==> src/rtl/srs_pkg.sv <==
package srs_pkg;
   typedef enum logic [1:0] {
      CMD_END   = 2'b00,
      CMD_ADDR  = 2'b01,
      CMD_WRITE = 2'b10,
      CMD_READ  = 2'b11
   } cmd_e;

   typedef enum logic [1:0] {
      PH_IDLE,
      PH_ADDR,
      PH_WRITE,
      PH_READ
   } phase_e;
endpackage

==> src/rtl/srs_addr_match.sv <==
module srs_addr_match #(
   parameter int          ID_W   = 4,
   parameter logic [ID_W-1:0] DEV_ID = 5
) (
   input  logic clk,
   input  logic rst,
   input  logic clr,
   input  logic bit_en,
   input  logic bit_val,
   input  logic resolve,
   output logic sel
);
   localparam int CNT_W = $clog2(ID_W + 1);

   logic [ID_W-1:0]  sh_q;
   logic [CNT_W-1:0] cnt_q;
   logic [ID_W-1:0]  eq_bits;
   logic             full;

   initial assert (ID_W >= 2) else $fatal(1, "ID_W must be at least 2");

   // newest bit enters at the top; after ID_W bits the first one sits at bit 0
   always_ff @(posedge clk) begin
      if (rst || clr) begin
         sh_q  <= '0;
         cnt_q <= '0;
      end else if (bit_en) begin
         sh_q <= {bit_val, sh_q[ID_W-1:1]};
         if (cnt_q != CNT_W'(ID_W)) cnt_q <= cnt_q + 1'b1;
      end
   end

   for (genvar i = 0; i < ID_W; i++) begin : g_cmp
      assign eq_bits[i] = ~(sh_q[i] ^ DEV_ID[i]);
   end

   assign full = (cnt_q == CNT_W'(ID_W));

   always_ff @(posedge clk) begin
      if (rst)          sel <= 1'b0;
      else if (resolve) sel <= full && (&eq_bits);
   end

   p_addr_cnt_sat_r2: assert property (@(posedge clk) disable iff (rst)
      cnt_q <= CNT_W'(ID_W));
   p_addr_sel_needs_full_r2: assert property (@(posedge clk) disable iff (rst)
      $rose(sel) |-> $past(cnt_q) == CNT_W'(ID_W));
endmodule

==> src/rtl/srs_write_unit.sv <==
module srs_write_unit #(
   parameter int DATA_W = 16
) (
   input  logic              clk,
   input  logic              rst,
   input  logic              clr,
   input  logic              bit_en,
   input  logic              bit_val,
   input  logic              commit,
   output logic [DATA_W-1:0] data_q
);
   localparam int CNT_W = $clog2(DATA_W + 1);

   logic [DATA_W-1:0] sh_q;
   logic [CNT_W-1:0]  cnt_q;
   logic              enough;

   initial assert (DATA_W >= 2) else $fatal(1, "DATA_W must be at least 2");

   always_ff @(posedge clk) begin
      if (rst || clr) begin
         sh_q  <= '0;
         cnt_q <= '0;
      end else if (bit_en) begin
         sh_q <= {bit_val, sh_q[DATA_W-1:1]};
         if (!enough) cnt_q <= cnt_q + 1'b1;
      end
   end

   assign enough = (cnt_q == CNT_W'(DATA_W));

   always_ff @(posedge clk) begin
      if (rst)                  data_q <= '0;
      else if (commit && enough) data_q <= sh_q;
   end

   p_wr_cnt_sat_r6: assert property (@(posedge clk) disable iff (rst)
      cnt_q <= CNT_W'(DATA_W));
   p_wr_commit_len_r5: assert property (@(posedge clk) disable iff (rst)
      !$stable(data_q) |-> $past(cnt_q) == CNT_W'(DATA_W));
endmodule

==> src/rtl/srs_read_unit.sv <==
module srs_read_unit #(
   parameter int DATA_W = 16
) (
   input  logic              clk,
   input  logic              rst,
   input  logic              stop,
   input  logic              prompt_en,
   input  logic [DATA_W-1:0] data,
   output logic              sdo
);
   localparam int IDX_W = (DATA_W > 1) ? $clog2(DATA_W) : 1;
   localparam logic [IDX_W-1:0] LAST = IDX_W'(DATA_W - 1);

   logic [IDX_W-1:0] idx_q;

   always_ff @(posedge clk) begin
      if (rst || stop) begin
         idx_q <= '0;
         sdo   <= 1'b0;
      end else if (prompt_en) begin
         sdo   <= data[idx_q];
         idx_q <= (idx_q == LAST) ? '0 : idx_q + 1'b1;
      end
   end

   p_rd_idx_range_r9: assert property (@(posedge clk) disable iff (rst)
      idx_q <= LAST);
   p_rd_wrap_r9: assert property (@(posedge clk) disable iff (rst)
      ($past(prompt_en) && !$past(stop) && $past(idx_q) == LAST) |-> idx_q == '0);
endmodule

==> src/rtl/addr_serial_slave.sv <==
module addr_serial_slave
   import srs_pkg::*;
#(
   parameter int              ID_W   = 4,
   parameter int              DATA_W = 16,
   parameter logic [ID_W-1:0] DEV_ID = 4'd5
) (
   input  logic              clk,
   input  logic              rst,
   input  logic              cmd_valid,
   input  logic [1:0]        cmd_code,
   input  logic              bit_valid,
   input  logic              bit_data,
   input  logic              prompt,
   output logic [DATA_W-1:0] reg_q,
   output logic              sdo
);
   phase_e phase_q;
   cmd_e   cmd;
   logic   sel;
   logic   is_end, start_addr, start_wr;
   logic   bit_ok, prompt_ok;

   assign cmd        = cmd_e'(cmd_code);
   assign is_end     = cmd_valid && (cmd == CMD_END);
   assign start_addr = cmd_valid && (cmd == CMD_ADDR);
   assign start_wr   = cmd_valid && (cmd == CMD_WRITE);
   // a command owns its cycle: strobes arriving with it are dropped
   assign bit_ok     = bit_valid && !cmd_valid;
   assign prompt_ok  = prompt && !cmd_valid && sel && (phase_q == PH_READ);

   always_ff @(posedge clk) begin
      if (rst) phase_q <= PH_IDLE;
      else if (cmd_valid) begin
         unique case (cmd)
            CMD_ADDR:  phase_q <= PH_ADDR;
            CMD_WRITE: phase_q <= PH_WRITE;
            CMD_READ:  phase_q <= PH_READ;
            default:   phase_q <= PH_IDLE;
         endcase
      end
   end

   srs_addr_match #(.ID_W(ID_W), .DEV_ID(DEV_ID)) u_addr (
      .clk     (clk),
      .rst     (rst),
      .clr     (start_addr),
      .bit_en  (bit_ok && phase_q == PH_ADDR),
      .bit_val (bit_data),
      .resolve (is_end && phase_q == PH_ADDR),
      .sel     (sel)
   );

   srs_write_unit #(.DATA_W(DATA_W)) u_wr (
      .clk     (clk),
      .rst     (rst),
      .clr     (start_wr),
      .bit_en  (bit_ok && sel && phase_q == PH_WRITE),
      .bit_val (bit_data),
      .commit  (is_end && sel && phase_q == PH_WRITE),
      .data_q  (reg_q)
   );

   srs_read_unit #(.DATA_W(DATA_W)) u_rd (
      .clk       (clk),
      .rst       (rst),
      .stop      (cmd_valid),
      .prompt_en (prompt_ok),
      .data      (reg_q),
      .sdo       (sdo)
   );

   p_reset_clear_r1: assert property (@(posedge clk)
      $past(rst) |-> (reg_q == '0 && !sdo && !sel && phase_q == PH_IDLE));
   p_sel_source_r2: assert property (@(posedge clk) disable iff (rst)
      !$stable(sel) |-> $past(is_end && phase_q == PH_ADDR));
   p_commit_gate_r3: assert property (@(posedge clk) disable iff (rst)
      !$stable(reg_q) |-> $past(sel && is_end && phase_q == PH_WRITE));
   p_sdo_idle_r10: assert property (@(posedge clk) disable iff (rst)
      (phase_q != PH_READ || !sel) |-> !sdo);
   p_cmd_drops_prompt_r11: assert property (@(posedge clk) disable iff (rst)
      $past(cmd_valid) |-> !sdo);
endmodule

==> config.mk <==
export PLATFORM = sky130hd
export DESIGN_NAME = addr_serial_slave
export DESIGN_NICKNAME = d
export VERILOG_FILES = /design/src/rtl/srs_pkg.sv /design/src/rtl/srs_addr_match.sv /design/src/rtl/srs_write_unit.sv /design/src/rtl/srs_read_unit.sv /design/src/rtl/addr_serial_slave.sv
export SDC_FILE = /design/constraint.sdc
export NUM_CORES = 1
export LEC_CHECK = 0
export CAP_MARGIN = 20
export CELL_PAD_IN_SITES_DETAIL_PLACEMENT = 1
export CELL_PAD_IN_SITES_GLOBAL_PLACEMENT = 1
export CORE_MARGIN = 1.5
export CORE_UTILIZATION = 50
export CTS_CLUSTER_DIAMETER = 120
export CTS_CLUSTER_SIZE = 30
export DETAILED_ROUTE_END_ITERATION = 7
export DONT_BUFFER_PORTS = 1
export PLACE_DENSITY_LB_ADDON = 0.1
export REMOVE_ABC_BUFFERS = 1
export SYNTH_ARGS = -nofsm -noshare
export SYNTH_HDL_FRONTEND = slang
export SYNTH_SLANG_ARGS = --single-unit
==> constraint.sdc <==
create_clock -name clk -period 3.85 [get_ports clk]
set_clock_uncertainty 0.1 [all_clocks]
set_input_delay 0.5775 -clock clk [delete_from_list [all_inputs] [get_ports clk]]
set_output_delay 0.5775 -clock clk [all_outputs]
set_load 0.03 [all_outputs]
== Word-level counts from Yosys, hierarchy flattened ==
Cells that the tools add are included.

* Logic and storage cells: 53
* ROM bits: 0
* Register bits: 52
* Input port bits: 8
* RAM bits: 0
* Memories kept: 0
* Output and inout port bits: 17
* Bits in latches: 0

* Equal/unequal tests: 10
* Shifts and indexed selects: 0
* $lt $le $gt $ge: 1
* Add/subtract/negate cells: 3
* Div/mod/pow operators: 0
* Mux-type cells: 4
* Bitwise logic cells: 3
* Multipliers: 0
* Reduce and logical (&&, ||, !) cells: 23

{| class="wikitable"
|+ Operators with widths
! operator !! count
|-
| $logic_and A1 B1 Y1 || 15
|-
| $eq A2 B2 Y1 const B || 4
|-
| $pmux W2 S3 || 1
|-
| $add A5 B1 Y5 const B || 1
|-
| $eq A5 B5 Y1 const B || 1
|-
| $lt A4 B5 Y1 const B || 1
|-
| $add A4 B1 Y4 const B || 1
|-
| $bmux W1 S4 || 1
|-
| $eq A2 B1 Y1 const B || 2
|-
| $eq A4 B4 Y1 const B || 1
|-
| $mux W4 || 1
|-
| $reduce_and A2 Y1 || 2
|-
| $reduce_and A4 Y1 || 1
|-
| $add A3 B1 Y3 const B || 1
|-
| $eq A3 B3 Y1 const B || 1
|-
| $logic_or A1 B1 Y1 || 3
|-
| $ne A3 B3 Y1 const B || 1
|-
| $not A1 Y1 || 3
|-
| $logic_not A2 Y1 || 1
|-
| $logic_not A1 Y1 || 1
|-
| $mux W1 || 1
|}

== Logic depth before layout (Yosys ltp) ==
* Word-level depth: 5
* Mapped depth: 8
* Gate-level depth less buffers: 6

== By module ==
Synthesis repeated with hierarchy kept, for this count alone.

* Cells, all modules: 241
* Area total of the unflattened synthesis: 2458.6 um^2

{| class="wikitable"
|+ By module, submodules not included
! module !! sequential area each (um^2) !! cells each !! area each (um^2) !! instances
|-
| srs_write_unit || 740.7 || 153 || 1565.3 || 1
|-
| srs_read_unit || 100.1 || 35 || 375.4 || 1
|-
| srs_addr_match || 160.2 || 36 || 369.1 || 1
|-
| addr_serial_slave || 40.0 || 17 || 148.9 || 1
|}

== Worst setup path after synthesis ==
OpenSTA, ideal clock, no wires.

* Kind: in2reg
* From: in cmd_code[0]
* To: reg u_wr.data_q[5]
* Slack: 2203 ps
* Required time: 3618 ps
* Path buffers: 1
* Stages on the path: 5
* Library setup time: 132 ps
* Arrival: 1414 ps
* Cells stage by stage: nor3b_1 -> nand3_1 -> clkbuf_1 -> nand2_1 -> a21oi_1

* Longest elaborated chain between the ends: 5

{| class="wikitable"
|+ Ends and longest elaborated chain
! what !! line !! RTL
|-
| from (decl) || addr_serial_slave.sv:11 || <nowiki>input logic [1:0] cmd_code,</nowiki>
|-
| $logic_not A2 Y1 || addr_serial_slave.sv:25 || <nowiki>assign is_end = cmd_valid && (cmd == CMD_END);</nowiki>
|-
| $logic_and A1 B1 Y1 || addr_serial_slave.sv:25 ||
|-
| $logic_and A1 B1 Y1 (2 in series) || addr_serial_slave.sv:60 || <nowiki>.commit (is_end && sel && phase_q == PH_WRITE),</nowiki>
|-
| $logic_and A1 B1 Y1 || srs_write_unit.sv:34 || <nowiki>else if (commit && enough) data_q <= sh_q;</nowiki>
|-
| to (signal assigned) || srs_write_unit.sv:34 ||
|-
| to (decl) || srs_write_unit.sv:10 || <nowiki>output logic [DATA_W-1:0] data_q</nowiki>
|}

Every way passes these cells.
A chain may end at the register's enable or synchronous reset.

== Worst setup path in the final report ==
* From: reg u_rd.idx_q[0]
* To: reg u_rd.sdo

* Longest elaborated chain between the ends: 2

{| class="wikitable"
|+ Ends and longest elaborated chain
! what !! line !! RTL
|-
| from (decl) || srs_read_unit.sv:14 || <nowiki>logic [IDX_W-1:0] idx_q;</nowiki>
|-
| from (signal assigned) || srs_read_unit.sv:22 || <nowiki>idx_q <= (idx_q == LAST) ? '0 : idx_q + 1'b1;</nowiki>
|-
| $bmux W1 S4 || srs_read_unit.sv:21 || <nowiki>sdo <= data[idx_q];</nowiki>
|-
| $mux W1 (implied by the code) || srs_read_unit.sv:21 ||
|-
| to (signal assigned) || srs_read_unit.sv:21 ||
|-
| to (decl) || srs_read_unit.sv:9 || <nowiki>output logic sdo</nowiki>
|}

Every way passes these cells. The select of a mux whose other input is x is not followed.

==> impl_metrics.json <==
{
  "slew_headroom_pct": 55.3,
  "r2r_slack_ns": 1.89,
  "dieArea_mm2": 0.00487,
  "crit_slowest_cell": "dfxtp_1",
  "grt_pass1_vias": 1829,
  "required_ns": 3.96,
  "layout.nets": 269,
  "final_util_pct": 53.7,
  "io_pins": 25,
  "seqPwrFrac_pct": 62.0,
  "cts_buffers": 5,
  "hp-start": "rst",
  "synthFlopType": "dfxtp_1",
  "multi_input_area_mm2": 0.00110,
  "pwr-share-comb_pct": 2.0,
  "p_total_mw": 0.873,
  "first_pass_iters": 4,
  "path_cells": "mux4_2 > nor2_1 > nor4_1 > a311o_1",
  "grt_max_degree": 27,
  "drive_gt1_share_pct": 5.84,
  "fp-row-count": 24,
  "initialDrtViolationCount": 82,
  "syn-cell-area_mm2": 0.00223,
  "place_congestion": 0.737,
  "drt-total-wl_mm": 4.92,
  "rr_endpoint": "u_rd.sdo",
  "synthToLayoutAreaGrowth_pct": 4.09,
  "report.final.slew_viol_count": 0,
  "power_density_mw_per_mm2": 376,
  "ys.warnings.count": 0,
  "post-route-drc-count": 0,
  "cts-root-buf": "clkbuf_8",
  "worst_setup_path_end_kind": "flip-flop",
  "cp_max_fo": 11,
  "layout_min_cycle_time_ns": 1.96,
  "track_usage_pct": 22.3,
  "setup_violations": 0,
  "placed_cell_area_mm2": 0.00223,
  "antenna_found_initial": 0,
  "rsz0062_at_grt": "false",
  "hold_violations": 0,
  "synthCells": 262,
  "async_flop_share_pct": 0,
  "final_common_cell": "nand2_1",
  "synth-seq-cells": 52,
  "holdPathEnd": "u_rd.idx_q[0]",
  "htreeDepth": 2,
  "status": "complete, no violations",
  "leakage_nw": 0.761,
  "ant_nets": 0,
  "criticalPathCategory": "flip-flop to flip-flop",
  "hold_depth": 1,
  "max_cap_viol_count": 0,
  "worst_pin_slew_ns": 0.669,
  "cts_hold_buffers": 0,
  "post_drt_wl_per_cell_um": 15.9,
  "cp_slowest_stage_delay_ns": 0.68,
  "insertion_delay_ns": 0.31,
  "cts_buffer_depth": 2,
  "grt-ovfl-total": 0,
  "fmax_mhz": 510,
  "viasPerCell": 5.70,
  "finalSetupTns_ns": 0,
  "sw_frac_of_total_pct": 22.6,
  "vdd_ir_drop_max_mv": 0.246,
  "startpoint_type": "flip-flop",
  "netSwitchingPower_mw": 0.198,
  "yosysSeqAreaShare_pct": 46.7,
  "cts_resized": 0,
  "detailed_place_hpwl_mm": 3.37,
  "cts_setup_buffers": 0,
  "fp.dieW_um": 69.8,
  "hold_path.class": "input pin to flip-flop",
  "intPower_mw": 0.675,
  "cts_tree": "done",
  "die_y_um": 69.8,
  "coreArea_mm2": 0.00432,
  "rr_worst_depth": 4,
  "clkTransAtPathRegs_ns": 0.10,
  "antennaDiodeCount": 0,
  "synth-edff-count": 0,
  "design_area_mm2": 0.00232,
  "port_buffers": 0,
  "grt_pass1_wl_mm": 8.74,
  "start_util_pct": 51.6,
  "cts.sinks": 52,
  "p_clk_share_pct": 36.1,
  "ys_types": 42,
  "regArea_mm2": 0.00104,
  "layout_common_cells": "nand2_1 (72), dfxtp_1 (52), a21oi_1 (36)",
  "cp.arrival_ns": 2.07,
  "vias": 1762,
  "fill_cells": 526,
  "avgSynthCellArea_um2": 8.51,
  "r2r_start": "u_rd.idx_q[0]",
  "fin_crit_sh_pct": 50.9
}
## cell usage after synthesis (all sizes together) (2+ instances only)
cell	n	area [um2]
dfxtp	52	1040
nand2	72	270
nand3b	2	15.0
or3	2	12.5
nor3	5	30.0
ha	5	62.6
nor4	2	12.5
nand2b	2	12.5
clkbuf	7	26.3
a31o	2	17.5
nand3	4	20.0
inv	6	22.5
and4b	2	20.0
mux4	3	67.6
buf	7	43.8
nor2b	2	12.5
xor2	2	17.5
nand4	2	12.5
nor2	17	66.3
and2	2	12.5
mux2i	10	100
a21oi	36	180
xnor2	4	35.0
## critical path: cells and delay by family, from the launching register on
kind | cells | cell delay (ns)
flops | 1 | 0.68
mux | 1 | 0.58
compound gates | 1 | 0.32
simple gates | 2 | 0.17
## stage by stage
stage | hold WS, ns | setup slack (ns) | instances
global route | 0.210 | 1.74 | 309
global placement | 0.344 | 1.86 | 301
CTS | 0.217 | 1.90 | 309
detailed placement | 0.347 | 1.78 | 301
finish | 0.225 | 1.89 | 309
floorplan | 0.331 | 1.68 | 248
## power groups by stage
stage	clock [mW]	sequential (mW)	combinational, mW
floorplan	0	0.553	0.0131
global placement	0	0.553	0.0169
detailed placement	0	0.553	0.0173
CTS	0.322	0.541	0.0174
global route	0.342	0.542	0.0190
finish	0.315	0.541	0.0172
## area by class of cell
cell class                      count  area share [%]
Inverter                            6           0.970
Tap cell                           52            2.80
Timing Repair Buffer                1           0.323
Sequential cell                    52            44.8
Clock buffer                        6            3.12
Clock inverter                      2           0.700
Multi-Input combinational cell    190            47.3
## state kept, by name, summed over array words and instances, names as in the netlist
signal        flops
u_wr.data_q      16
u_addr.sh_q       4
u_addr.sel        1
u_addr.cnt_q      3
u_wr.cnt_q        5
u_wr.sh_q        16
phase_q           2
u_rd.idx_q        4
u_rd.sdo          1
## worst max-delay path by stage
stage,start,end,slack [ns]
finish,u_rd.idx_q[0],u_rd.sdo,1.89
global route,u_wr.cnt_q[0],u_wr.data_q[10],1.74
CTS,u_rd.idx_q[0],u_rd.sdo,1.90
detailed placement,cmd_code[0],u_wr.data_q[10],1.78
global placement,cmd_code[0],u_wr.data_q[4],1.86
floorplan,bit_valid,u_addr.cnt_q[0],1.68
## routing by layer
metal	track usage [%]	vias up	wire length, um
met2	34.3	27	2270
met3	7.56	4	283
met4	5.56	0	37
met1	30.4	860	2330
met5	0	-	0
li1	-	871	-
## logic make-up after synthesis
logic type | Yosys count | share of synthesized area [%]
buffers and inverters | 20 | 4.15
AO/OA/AOI/OAI | 44 | 10.9
adder cells (fa/ha/maj) | 5 | 2.80
AND/OR/NAND/NOR | 122 | 25.6
multiplexers | 13 | 7.52
flip-flops | 52 | 46.7
XOR/XNOR | 6 | 2.36
Note: power is estimated with default switching activity, not from simulation.
